## config.mk

```make
export PLATFORM = sky130hd
export DESIGN_NAME = bwmon_unit
export DESIGN_NICKNAME = d
export VERILOG_FILES = /design/src/rtl/bwmon_pkg.sv /design/src/rtl/bwmon_evsel.sv /design/src/rtl/bwmon_match.sv /design/src/rtl/bwmon_count.sv /design/src/rtl/bwmon_regs.sv /design/src/rtl/bwmon_unit.sv
export SDC_FILE = /design/constraint.sdc
export NUM_CORES = 1
export LEC_CHECK = 0
export BUFFER_PORTS_ARGS = -buffer_cell sky130_fd_sc_hd__buf_2
export CAP_MARGIN = 5
export CORE_MARGIN = 2
export CORE_UTILIZATION = 45
export DETAILED_ROUTE_END_ITERATION = 12
export GPL_ROUTABILITY_DRIVEN = 1
export MAX_ROUTING_LAYER = met4
export RECOVER_POWER = 50
export SLEW_MARGIN = 25
export SYNTH_ARGS = -nofsm -noshare
export SYNTH_HDL_FRONTEND = slang
export SYNTH_HIERARCHICAL = 1
export SYNTH_SLANG_ARGS = --single-unit
```

## constraint.sdc

```tcl
create_clock -name clk -period 8.9 [get_ports clk]
set_input_delay 1.78 -clock clk [delete_from_list [all_inputs] [get_ports clk]]
set_output_delay 1.78 -clock clk [all_outputs]
set_load 0.005 [all_outputs]
```

## src/rtl/bwmon_pkg.sv

```systemverilog
package bwmon_pkg;
  localparam int DATA_W = 32;
  localparam logic [7:0] TYPE_CODE = 8'h42;

  localparam logic [1:0] A_CTRL = 2'd0;
  localparam logic [1:0] A_FILT = 2'd1;
  localparam logic [1:0] A_CNT  = 2'd2;
  localparam logic [1:0] A_CAPT = 2'd3;

  localparam int B_EN   = 8;
  localparam int B_MP   = 9;
  localparam int B_MG   = 10;
  localparam int B_SC   = 11;
  localparam int B_CR   = 12;
  localparam int B_FRZ  = 13;
  localparam int B_OC   = 14;
  localparam int B_CO   = 15;
  localparam int B_IE   = 16;
  localparam int B_ST   = 17;
  localparam int B_SEL  = 18;
  localparam int FILT_GRP_LSB = 16;

  typedef struct packed {
    logic [2:0] evt_sel;
    logic       irq_en;
    logic       cevt_ovf;
    logic       ovf_capt;
    logic       frz;
    logic       capt_rst;
    logic       scale;
    logic       match_grp;
    logic       match_part;
    logic       en;
  } ctl_t;
endpackage

```

## src/rtl/bwmon_evsel.sv

```systemverilog
module bwmon_evsel #(
  parameter int NEVT = 6
) (
  input  logic [NEVT-1:0] evt,
  input  logic [2:0]      sel,
  output logic            hit
);
  logic [NEVT-1:0] per_src;

  for (genvar i = 0; i < NEVT; i++) begin : g_src
    assign per_src[i] = evt[i] && (sel == 3'(i + 1));
  end

  assign hit = |per_src;
endmodule

```

## src/rtl/bwmon_match.sv

```systemverilog
module bwmon_match #(
  parameter int PART_W = 8,
  parameter int GRP_W  = 4
) (
  input  logic              valid,
  input  logic              en,
  input  logic              use_part,
  input  logic              use_grp,
  input  logic [PART_W-1:0] part,
  input  logic [GRP_W-1:0]  grp,
  input  logic [PART_W-1:0] want_part,
  input  logic [GRP_W-1:0]  want_grp,
  output logic              take
);
  logic part_ok, grp_ok;

  assign part_ok = !use_part || (part == want_part);
  assign grp_ok  = !use_grp  || (grp == want_grp);
  assign take    = valid && en && part_ok && grp_ok;
endmodule

```

## src/rtl/bwmon_count.sv

```systemverilog
module bwmon_count
  import bwmon_pkg::*;
#(
  parameter int BYTES_W = 8,
  parameter int SCALE   = 2,
  parameter int VAL_W   = 31,
  localparam int ACC_W  = VAL_W + SCALE
) (
  input  logic               clk,
  input  logic               rst,
  input  ctl_t               ctl,
  input  logic               cnt_we,
  input  logic [VAL_W-1:0]   cnt_wval,
  input  logic               take,
  input  logic [BYTES_W-1:0] bytes,
  input  logic               evt_hit,
  input  logic               nrdy,
  output logic [ACC_W-1:0]   acc,
  output logic               frozen,
  output logic [VAL_W-1:0]   view,
  output logic [VAL_W:0]     capt_word,
  output logic               ovf_set,
  output logic               irq
);
  logic [ACC_W:0]     sum;
  logic               inc, nat_ovf, plain_cap, do_cap, do_clr, do_frz;
  logic [ACC_W-1:0]   inc_acc, nxt_acc, load_acc;
  logic [VAL_W-1:0]   nxt_view;

  function automatic logic [VAL_W-1:0] vis(input logic [ACC_W-1:0] a, input logic sc);
    return sc ? a[ACC_W-1:SCALE] : a[VAL_W-1:0];
  endfunction

  assign inc      = take && !frozen && !cnt_we;
  assign sum      = {1'b0, acc} + {{(ACC_W + 1 - BYTES_W){1'b0}}, bytes};
  assign nat_ovf  = inc && (ctl.scale ? sum[ACC_W] : sum[VAL_W]);
  assign inc_acc  = ctl.scale ? sum[ACC_W-1:0] : {{SCALE{1'b0}}, sum[VAL_W-1:0]};
  assign nxt_acc  = inc ? inc_acc : acc;
  assign nxt_view = vis(nxt_acc, ctl.scale);
  assign load_acc = ctl.scale ? {cnt_wval, {SCALE{1'b0}}} : {{SCALE{1'b0}}, cnt_wval};

  assign ovf_set   = nat_ovf || (evt_hit && ctl.cevt_ovf);
  assign plain_cap = evt_hit && !ctl.cevt_ovf;
  assign do_cap    = plain_cap || (ovf_set && ctl.ovf_capt);
  assign do_clr    = do_cap && ctl.capt_rst;
  assign do_frz    = ovf_set && ctl.frz;
  assign view      = vis(acc, ctl.scale);

  always_ff @(posedge clk) begin
    if (rst) begin
      acc       <= '0;
      frozen    <= 1'b0;
      capt_word <= '0;
      irq       <= 1'b0;
    end else begin
      irq <= ovf_set && ctl.irq_en;
      if (do_cap) capt_word <= {nrdy, nxt_view};
      if (cnt_we) begin
        acc    <= load_acc;
        frozen <= 1'b0;
      end else begin
        acc <= do_clr ? '0 : nxt_acc;
        if (do_frz) frozen <= 1'b1;
      end
    end
  end
endmodule

```

## src/rtl/bwmon_regs.sv

```systemverilog
module bwmon_regs
  import bwmon_pkg::*;
#(
  parameter int PART_W = 8,
  parameter int GRP_W  = 4,
  parameter int VAL_W  = 31
) (
  input  logic              clk,
  input  logic              rst,
  input  logic              we,
  input  logic [1:0]        addr,
  input  logic [DATA_W-1:0] wdata,
  input  logic              ovf_set,
  input  logic [VAL_W-1:0]  view,
  input  logic              nrdy,
  input  logic [VAL_W:0]    capt_word,
  output ctl_t              ctl,
  output logic              status,
  output logic [PART_W-1:0] want_part,
  output logic [GRP_W-1:0]  want_grp,
  output logic              cnt_we,
  output logic              ctrl_we,
  output logic [DATA_W-1:0] rdata
);
  logic              filt_we;
  logic [DATA_W-1:0] ctrl_word, filt_word, rd_mux;

  assign ctrl_we = we && (addr == A_CTRL);
  assign filt_we = we && (addr == A_FILT);
  assign cnt_we  = we && (addr == A_CNT);

  always_ff @(posedge clk) begin
    if (rst) begin
      ctl       <= '0;
      status    <= 1'b0;
      want_part <= '0;
      want_grp  <= '0;
      rdata     <= '0;
    end else begin
      rdata <= rd_mux;
      if (ctrl_we) begin
        ctl.en         <= wdata[B_EN];
        ctl.match_part <= wdata[B_MP];
        ctl.match_grp  <= wdata[B_MG];
        ctl.scale      <= wdata[B_SC];
        ctl.capt_rst   <= wdata[B_CR];
        ctl.frz        <= wdata[B_FRZ];
        ctl.ovf_capt   <= wdata[B_OC];
        ctl.cevt_ovf   <= wdata[B_CO];
        ctl.irq_en     <= wdata[B_IE];
        ctl.evt_sel    <= wdata[B_SEL+:3];
      end
      if (filt_we) begin
        want_part <= wdata[PART_W-1:0];
        want_grp  <= wdata[FILT_GRP_LSB+:GRP_W];
      end
      if (ovf_set)      status <= 1'b1;
      else if (ctrl_we) status <= wdata[B_ST];
      else if (cnt_we)  status <= 1'b0;
    end
  end

  always_comb begin
    ctrl_word = '0;
    ctrl_word[7:0]       = TYPE_CODE;
    ctrl_word[B_EN]      = ctl.en;
    ctrl_word[B_MP]      = ctl.match_part;
    ctrl_word[B_MG]      = ctl.match_grp;
    ctrl_word[B_SC]      = ctl.scale;
    ctrl_word[B_CR]      = ctl.capt_rst;
    ctrl_word[B_FRZ]     = ctl.frz;
    ctrl_word[B_OC]      = ctl.ovf_capt;
    ctrl_word[B_CO]      = ctl.cevt_ovf;
    ctrl_word[B_IE]      = ctl.irq_en;
    ctrl_word[B_ST]      = status;
    ctrl_word[B_SEL+:3]  = ctl.evt_sel;
    filt_word = '0;
    filt_word[PART_W-1:0]           = want_part;
    filt_word[FILT_GRP_LSB+:GRP_W]  = want_grp;
    unique case (addr)
      A_CTRL:  rd_mux = ctrl_word;
      A_FILT:  rd_mux = filt_word;
      A_CNT:   rd_mux = {nrdy, view};
      default: rd_mux = capt_word;
    endcase
  end
endmodule

```

## src/rtl/bwmon_unit.sv

```systemverilog
module bwmon_unit
  import bwmon_pkg::*;
#(
  parameter int BYTES_W = 8,
  parameter int PART_W  = 8,
  parameter int GRP_W   = 4,
  parameter int NEVT    = 6,
  parameter int SCALE   = 2
) (
  input  logic               clk,
  input  logic               rst,
  input  logic               reg_we,
  input  logic [1:0]         reg_addr,
  input  logic [31:0]        reg_wdata,
  output logic [31:0]        reg_rdata,
  input  logic               beat_valid,
  input  logic [BYTES_W-1:0] beat_bytes,
  input  logic [PART_W-1:0]  beat_part,
  input  logic [GRP_W-1:0]   beat_grp,
  input  logic [NEVT-1:0]    capt_evt,
  input  logic               not_ready,
  output logic               ovf_irq
);
  localparam int VAL_W = DATA_W - 1;
  localparam int ACC_W = VAL_W + SCALE;

  ctl_t              ctl;
  logic              status, cnt_we, ctrl_we, take, evt_hit, ovf_set, frozen;
  logic [PART_W-1:0] want_part;
  logic [GRP_W-1:0]  want_grp;
  logic [ACC_W-1:0]  acc;
  logic [VAL_W-1:0]  view;
  logic [VAL_W:0]    capt_word;

  bwmon_regs #(.PART_W(PART_W), .GRP_W(GRP_W), .VAL_W(VAL_W)) u_regs (
    .clk(clk), .rst(rst), .we(reg_we), .addr(reg_addr), .wdata(reg_wdata),
    .ovf_set(ovf_set), .view(view), .nrdy(not_ready), .capt_word(capt_word),
    .ctl(ctl), .status(status), .want_part(want_part), .want_grp(want_grp),
    .cnt_we(cnt_we), .ctrl_we(ctrl_we), .rdata(reg_rdata)
  );

  bwmon_match #(.PART_W(PART_W), .GRP_W(GRP_W)) u_match (
    .valid(beat_valid), .en(ctl.en), .use_part(ctl.match_part),
    .use_grp(ctl.match_grp), .part(beat_part), .grp(beat_grp),
    .want_part(want_part), .want_grp(want_grp), .take(take)
  );

  bwmon_evsel #(.NEVT(NEVT)) u_evsel (
    .evt(capt_evt), .sel(ctl.evt_sel), .hit(evt_hit)
  );

  bwmon_count #(.BYTES_W(BYTES_W), .SCALE(SCALE), .VAL_W(VAL_W)) u_count (
    .clk(clk), .rst(rst), .ctl(ctl), .cnt_we(cnt_we),
    .cnt_wval(reg_wdata[VAL_W-1:0]), .take(take), .bytes(beat_bytes),
    .evt_hit(evt_hit), .nrdy(not_ready), .acc(acc), .frozen(frozen),
    .view(view), .capt_word(capt_word), .ovf_set(ovf_set), .irq(ovf_irq)
  );
endmodule

```

After elaboration in Yosys (flattened, before gate mapping):

Cells that the tools add are included.

* add/subtract/negate cells: 1
* equal/unequal tests: 10
* multiplexer cells: 12
* reductions and logical operators: 34

Operators with widths (number)
* 2-to-1 mux 33 bit: 5
* case mux 32 bit (3 select lines): 1
* 2-to-1 mux 31 bit: 2
* adder 33 x 8 -> 34 bit: 1
* logical AND 1 bit: 21
* == test 3 bit, second input constant: 3
* == test 8 bit: 1
* == test 3 x 2 -> 1 bit, second input constant: 2
* OR reduction 6 bit: 1
* zero test 1 bit: 5
* == test 4 bit: 1
* logical OR 1 bit: 4
* 2-to-1 mux 1 bit: 4
* == test 3 x 1 -> 1 bit, second input constant: 1
* nonzero test 3 bit: 1
* == test 2 x 1 -> 1 bit, second input constant: 1
* == test 2 bit, second input constant: 1
* zero test 2 bit: 1
* OR reduction 2 bit: 1

* bits in registers: 124
* logic and storage cells: 75

Depth between registers and ports, before layout:

* word-level depth: 13
* depth in mapped cells: 14

Modules after synthesis:

Netlist, hierarchy kept.

Modules (own cells, without submodules)
* bwmon_count: times used 1, cells each 519, area each 4673.2 sq um, seq. area each 1341.3 sq um
* bwmon_regs: times used 1, cells each 247, area each 2308.5 sq um, seq. area each 1141.1 sq um
* bwmon_match: times used 1, cells each 18, area each 143.9 sq um, seq. area each 0.0 sq um
* bwmon_evsel: times used 1, cells each 5, area each 62.6 sq um, seq. area each 0.0 sq um

Worst setup path before layout:

No wires, ideal clock.

* path kind: input -> register
* start: input beat_grp[3]
* end: register u_count.acc[11]
* library setup time: 0.143 ns
* arrival: 4.319 ns
* required time: 8.757 ns
* setup slack: 4.438 ns
* stages on the path: 13
* path through: xor2_1 -> o41ai_1 -> nand3_1 -> a21oi_2 -> or3b_1 -> buf_2 -> nor2_8 -> o21a_4 -> a41oi_4 -> o31ai_4 -> a211o_4 -> buf_6 -> o22ai_2

* longest elaborated chain between the ends: 12
* elaborated cells on any way between the ends: 13
* classes of those cells: eq/ne (1); mux (3); reduce/logical (9)

RTL lines
* from (decl): RTL line bwmon_unit.sv:19 `input logic [GRP_W-1:0] beat_grp,`
* == test 4 bit *: RTL line bwmon_match.sv:18 `assign grp_ok = !use_grp || (grp == want_grp);`
* logical OR 1 bit *: RTL line bwmon_match.sv:18
* logical AND 1 bit *: RTL line bwmon_match.sv:19 `assign take = valid && en && part_ok && grp_ok;`
* named net take: RTL line bwmon_unit.sv:28 `logic status, cnt_we, ctrl_we, take, evt_hit, ovf_set, frozen;`
* logical AND 1 bit * (2 in a row): RTL line bwmon_count.sv:34 `assign inc = take && !frozen && !cnt_we;`
* logical AND 1 bit: RTL line bwmon_count.sv:36 `assign nat_ovf = inc && (ctl.scale ? sum[ACC_W] : sum[VAL_W]);`
* logical OR 1 bit: RTL line bwmon_count.sv:42 `assign ovf_set = nat_ovf || (evt_hit && ctl.cevt_ovf);`
* logical AND 1 bit: RTL line bwmon_count.sv:44 `assign do_cap = plain_cap || (ovf_set && ctl.ovf_capt);`
* logical OR 1 bit: RTL line bwmon_count.sv:44
* logical AND 1 bit: RTL line bwmon_count.sv:45 `assign do_clr = do_cap && ctl.capt_rst;`
* 2-to-1 mux 33 bit *: RTL line bwmon_count.sv:62 `acc <= do_clr ? '0 : nxt_acc;`
* 2-to-1 mux 33 bit *: RTL line bwmon_count.sv:58 `if (cnt_we) begin`
* to (signal assigned): RTL line bwmon_count.sv:59 `acc <= load_acc;`
* to (signal assigned): RTL line bwmon_count.sv:62
* to (decl): RTL line bwmon_count.sv:18 `output logic [ACC_W-1:0] acc,`

The timed path passes the listed nets; every way through them passes the cells marked *.
A chain may end at the register's enable or synchronous reset.

Worst setup path in the final report:

* start: input reg_addr[0]
* end: register u_count.acc[23]

* longest elaborated chain between the ends: 11
* elaborated cells on any way between the ends: 12
* classes of those cells: eq/ne (1); mux (3); reduce/logical (8)

RTL lines
* from (decl): RTL line bwmon_unit.sv:13 `input logic [1:0] reg_addr,`
* == test 2 bit *: RTL line bwmon_regs.sv:30 `assign cnt_we = we && (addr == A_CNT);`
* logical AND 1 bit *: RTL line bwmon_regs.sv:30
* named net cnt_we: RTL line bwmon_unit.sv:28
* zero test 1 bit: RTL line bwmon_count.sv:34
* logical AND 1 bit: RTL line bwmon_count.sv:34
* logical AND 1 bit: RTL line bwmon_count.sv:36
* logical OR 1 bit: RTL line bwmon_count.sv:42
* logical AND 1 bit: RTL line bwmon_count.sv:44
* logical OR 1 bit: RTL line bwmon_count.sv:44
* logical AND 1 bit: RTL line bwmon_count.sv:45
* 2-to-1 mux 33 bit: RTL line bwmon_count.sv:62
* 2-to-1 mux 33 bit *: RTL line bwmon_count.sv:58

Marks and branches as above.

==> run summary <==
The run finished, with violations left. The final reports fail on capacitance limit, slew limit. The tools report the max-slew violation count as 67.

The critical path is of the primary input to flip-flop type. Across all layers, the routed design uses 6314 vias. The number of fill cells came out at 1518. The sum of buffers and inverters on the critical path is 2. The final-layout setup total negative slack is 0 ns. Counting I/O delays and the setup requirement, the final critical path takes 5.71 ns. The most common cell after layout, fill and taps aside was dfxtp_1. The type of the worst min-delay path was flip-flop to flip-flop. The tools report the worst relative slew slack as -1.16. For this design the top-level I/O count stands at 98. Clock tree synthesis inserted a total of 17 buffers. The tools report the number of search-and-repair iterations in the first detailed-routing pass as 7. The run gives 1 as the max-cap check violation count. The finished cells cover 0.00822 mm2.

The run gives 20600 um as the aggregate routed wire length. At the end of the flow, the number of nets in the layout was 925. Number of sinks on the clock net: 124. The tools report the portion of the post-synthesis area used by sequential elements as 0.345.

After clock tree synthesis, the clock-pin slew on the worst setup and hold paths is 0.06 ns. For this run the aggregate overflow at the end of global routing stands at 0. TritonCTS built the clock tree. After clock tree synthesis, the flow added hold-fix buffers numbering 0. The placement-stage worst setup slack is 2.78 ns. The clock root buffer was clkbuf_16.

The die is 130 um wide. In this run the worst path has a maximum fanout of 43. Setup violations remaining at the end of the flow were counted as 0. The core utilization of the finished layout is 0.521, and the share of synthesized registers carrying an async set or reset is 0. In this run the standard cell core region covers 0.0158 mm2. The cell type of the slowest stage on the worst timing path was o31ai_4.

The routed wire length per instance is 19.1 um. No sink is reached through more buffers than the 2 on the longest clock path. The design draws 1.41 mW. Final worst-path cycle share: 0.641. The run gives 0.451 ns as the worst hold margin. The via count of the first global-routing pass was 5990. The layout cell share with drive strength beyond 1 was 0.224. In this run the number of H-tree levels came out at 4. Hold-critical path depth: 2. The total placed instance area was 0.00768 mm2.

The leading register cell type out of synthesis was dfxtp_1. The logs give 76 for the unique cell type count in the Yosys netlist and 77 for the maximum number of pins on one net before global-route repair. The run gives 0 as the number of antenna violations at the first check in global routing.

The number of instances in the placed design came out at 1048. The height of the chip works out to 130 um. The leakage power of the design is 3.11 nW, and the worst supply voltage drop on vdd is 0.149 mV. Counting every net in the synthesized netlist gives 863.

Across all setup checks in the final design, the least slack found is 3.19 ns. The first routing iteration left 569 violations. The tools report the endpoint kind of the worst setup timing path as a flip-flop.

The number of core rows is 46. Per-instance average area after synthesis: 9.11 um2. At the worst endpoint, the arrival time is 5.97 ns. Setup repair after global routing left no endpoint under its margin. In this run the number of cells on the critical path is 11. The post-synthesis register bit count is 124. The initial cell density of the core is 0.456.

Leaving out fill and tap cells, the most frequent cells in the layout are dfxtp_1 (123), nand2_1 (106), mux2i_1 (75), buf_2 (74), a21oi_1 (60). Depth of the worst register-to-register path: 11. Counting every instance in the synthesized netlist gives 789. Yosys mapped a number of flops with a built-in enable equal to 0. The biggest area contributor in the post-synthesis netlist is dfxtp_1. Once the clock tree was built, the resizer swapped 0 gates to a different size. Power spread over the standard cell area amounts to 172 mW/mm2.

The hold violation total from the final report was 0. During synthesis, Yosys emitted a total of 6 warnings. Remaining number of nets flagged by the antenna check after routing: 0. The routability congestion estimate from global placement was 0.891; the synthesis-to-layout area growth was 14.3%.

The kind of cell with the highest combined delay along the critical path is compound AO/OA/AOI/OAI gates. For the pin with the worst max-slew slack, the measured transition is 3.25 ns. The signal on the critical path passes through buf_2 > buf_4 > nand2b_1 > nor2_1 > or3b_1 > nor2_8 > o21a_4 > a41oi_4 > o31ai_4 > a211o_4 > o22ai_2. Delay of the slowest cell on the worst path: 0.85 ns. The repair_antennas step left the layout with diodes totalling 0. Clock latency on the worst-skew pair, taken at its later pin, is 0.42 ns.

Clock skew on the completed layout was measured at 0.00809 ns. In the post-synthesis netlist, the biggest area contributors are dfxtp_1 (35%), mux2i_1 (10%), nand2_1 (5.5%). The first global-routing pass estimated 32500 um of wire. The count of buffers added on input and output ports is 96.

The full die area was 0.0170 mm2. The worst setup path is launched from a primary input. For the worst setup path, the data required time is 9.16 ns.

After legalization and detailed placement, the total HPWL measured 13900 um. The count of non-filler cells in the finished layout was 1078. For the summed instance area of the synthesized netlist, the log shows 0.00719 mm2. The post-CTS setup repair buffer count is 0, and the aggregate global-route resource usage is 0.256. The timing-limited maximum frequency was 175 MHz; the post-detailed-route via-to-cell ratio was 5.86. The fraction of synthesized cell area taken by the top area cell type is 0.345. The tools report the number of DRC violations after detailed routing as 0.
-- cell type report --
class | count | area (um2) | share of cell area
Inverter | 29 | 110 | 0.0134
Clock inverter | 9 | 115 | 0.0140
Sequential cell | 124 | 2490 | 0.303
Multi-Input combinational cell | 577 | 4280 | 0.521
Clock buffer | 21 | 460 | 0.0560
Tap cell | 216 | 270 | 0.0329
Timing Repair Buffer | 102 | 490 | 0.0597
-- path summary, 6_finish.rpt --
path	slack [ns]	startpoint	to
worst min-delay path	0.45	u_count/capt_word[6]$_SDFFE_PP0P_	u_count/capt_word[6]$_SDFFE_PP0P_
worst max register to register	4.38	u_regs/want_grp[3]$_SDFFE_PP0P_	u_count/acc[23]$_SDFF_PP0_
worst min register to register	0.45	u_count/capt_word[6]$_SDFFE_PP0P_	u_count/capt_word[6]$_SDFFE_PP0P_
worst max-delay path	3.19	reg_addr[0]	u_count/acc[23]$_SDFF_PP0_
-- logic make-up after synthesis --
| family | count (synthesis) | share of synthesized area |
|---|---|---|
| AOI/OAI and AO/OA | 201 | 0.223 |
| xor gates and xnor gates | 40 | 0.0487 |
| adders and majority gates | 9 | 0.0167 |
| buffers and inverters | 88 | 0.0578 |
| DFF | 124 | 0.345 |
| muxes | 105 | 0.154 |
| and+or+nand+nor | 222 | 0.155 |
-- power by group --
part	switching (mW)	internal, mW
clock network	0.254	0.424
logic	0.0932	0.0585
registers	0.0155	0.569
total	0.362	1.05
-- synth_stat cells, drive strengths merged (7+ instances only) --
| library cell | number |
|---|---|
| buf | 22 |
| and2 | 7 |
| a32o | 12 |
| inv | 27 |
| nand4 | 7 |
| o32ai | 15 |
| dfxtp | 124 |
| mux2i | 75 |
| ha | 8 |
| xor2 | 25 |
| xnor2 | 15 |
| and3 | 7 |
| clkbuf | 37 |
| o22ai | 34 |
| nor3 | 13 |
| mux2 | 29 |
| nor2 | 35 |
| nand2 | 107 |
| a211oi | 7 |
| o211ai | 8 |
| nand3 | 18 |
| o21ai | 18 |
| a21oi | 68 |
-- routing by layer --
layer,part of all wire,vias to the layer above,track usage
met1,0.47,3037,0.350
met5,0,-,-
met4,0.016,0,0.0807
met3,0.063,33,0.0521
met2,0.45,259,0.383
li1,-,2985,-
-- flip-flops by register name, indices dropped and copies added (netlist names) --
signal	cells
u_count/acc	33
u_count/capt_word	32
u_count/frozen	1
u_count/irq	1
u_regs/ctl	12
u_regs/rdata	32
u_regs/status	1
u_regs/want_grp	4
u_regs/want_part	8
-- worst reg2reg max path, stage by stage (launching register included) --
cell	delay [ns]
dfxtp_1	0.33
xor2_1	0.17
o41ai_1	0.44
nand3_1	0.15
a21oi_2	0.17
or3b_1	0.68
nor2_8	0.31
o21a_4	0.23
a41oi_4	0.18
o31ai_4	0.85
a211o_4	0.67
o22ai_2	0.18
No activity file was read; power rests on OpenSTA's default activity.
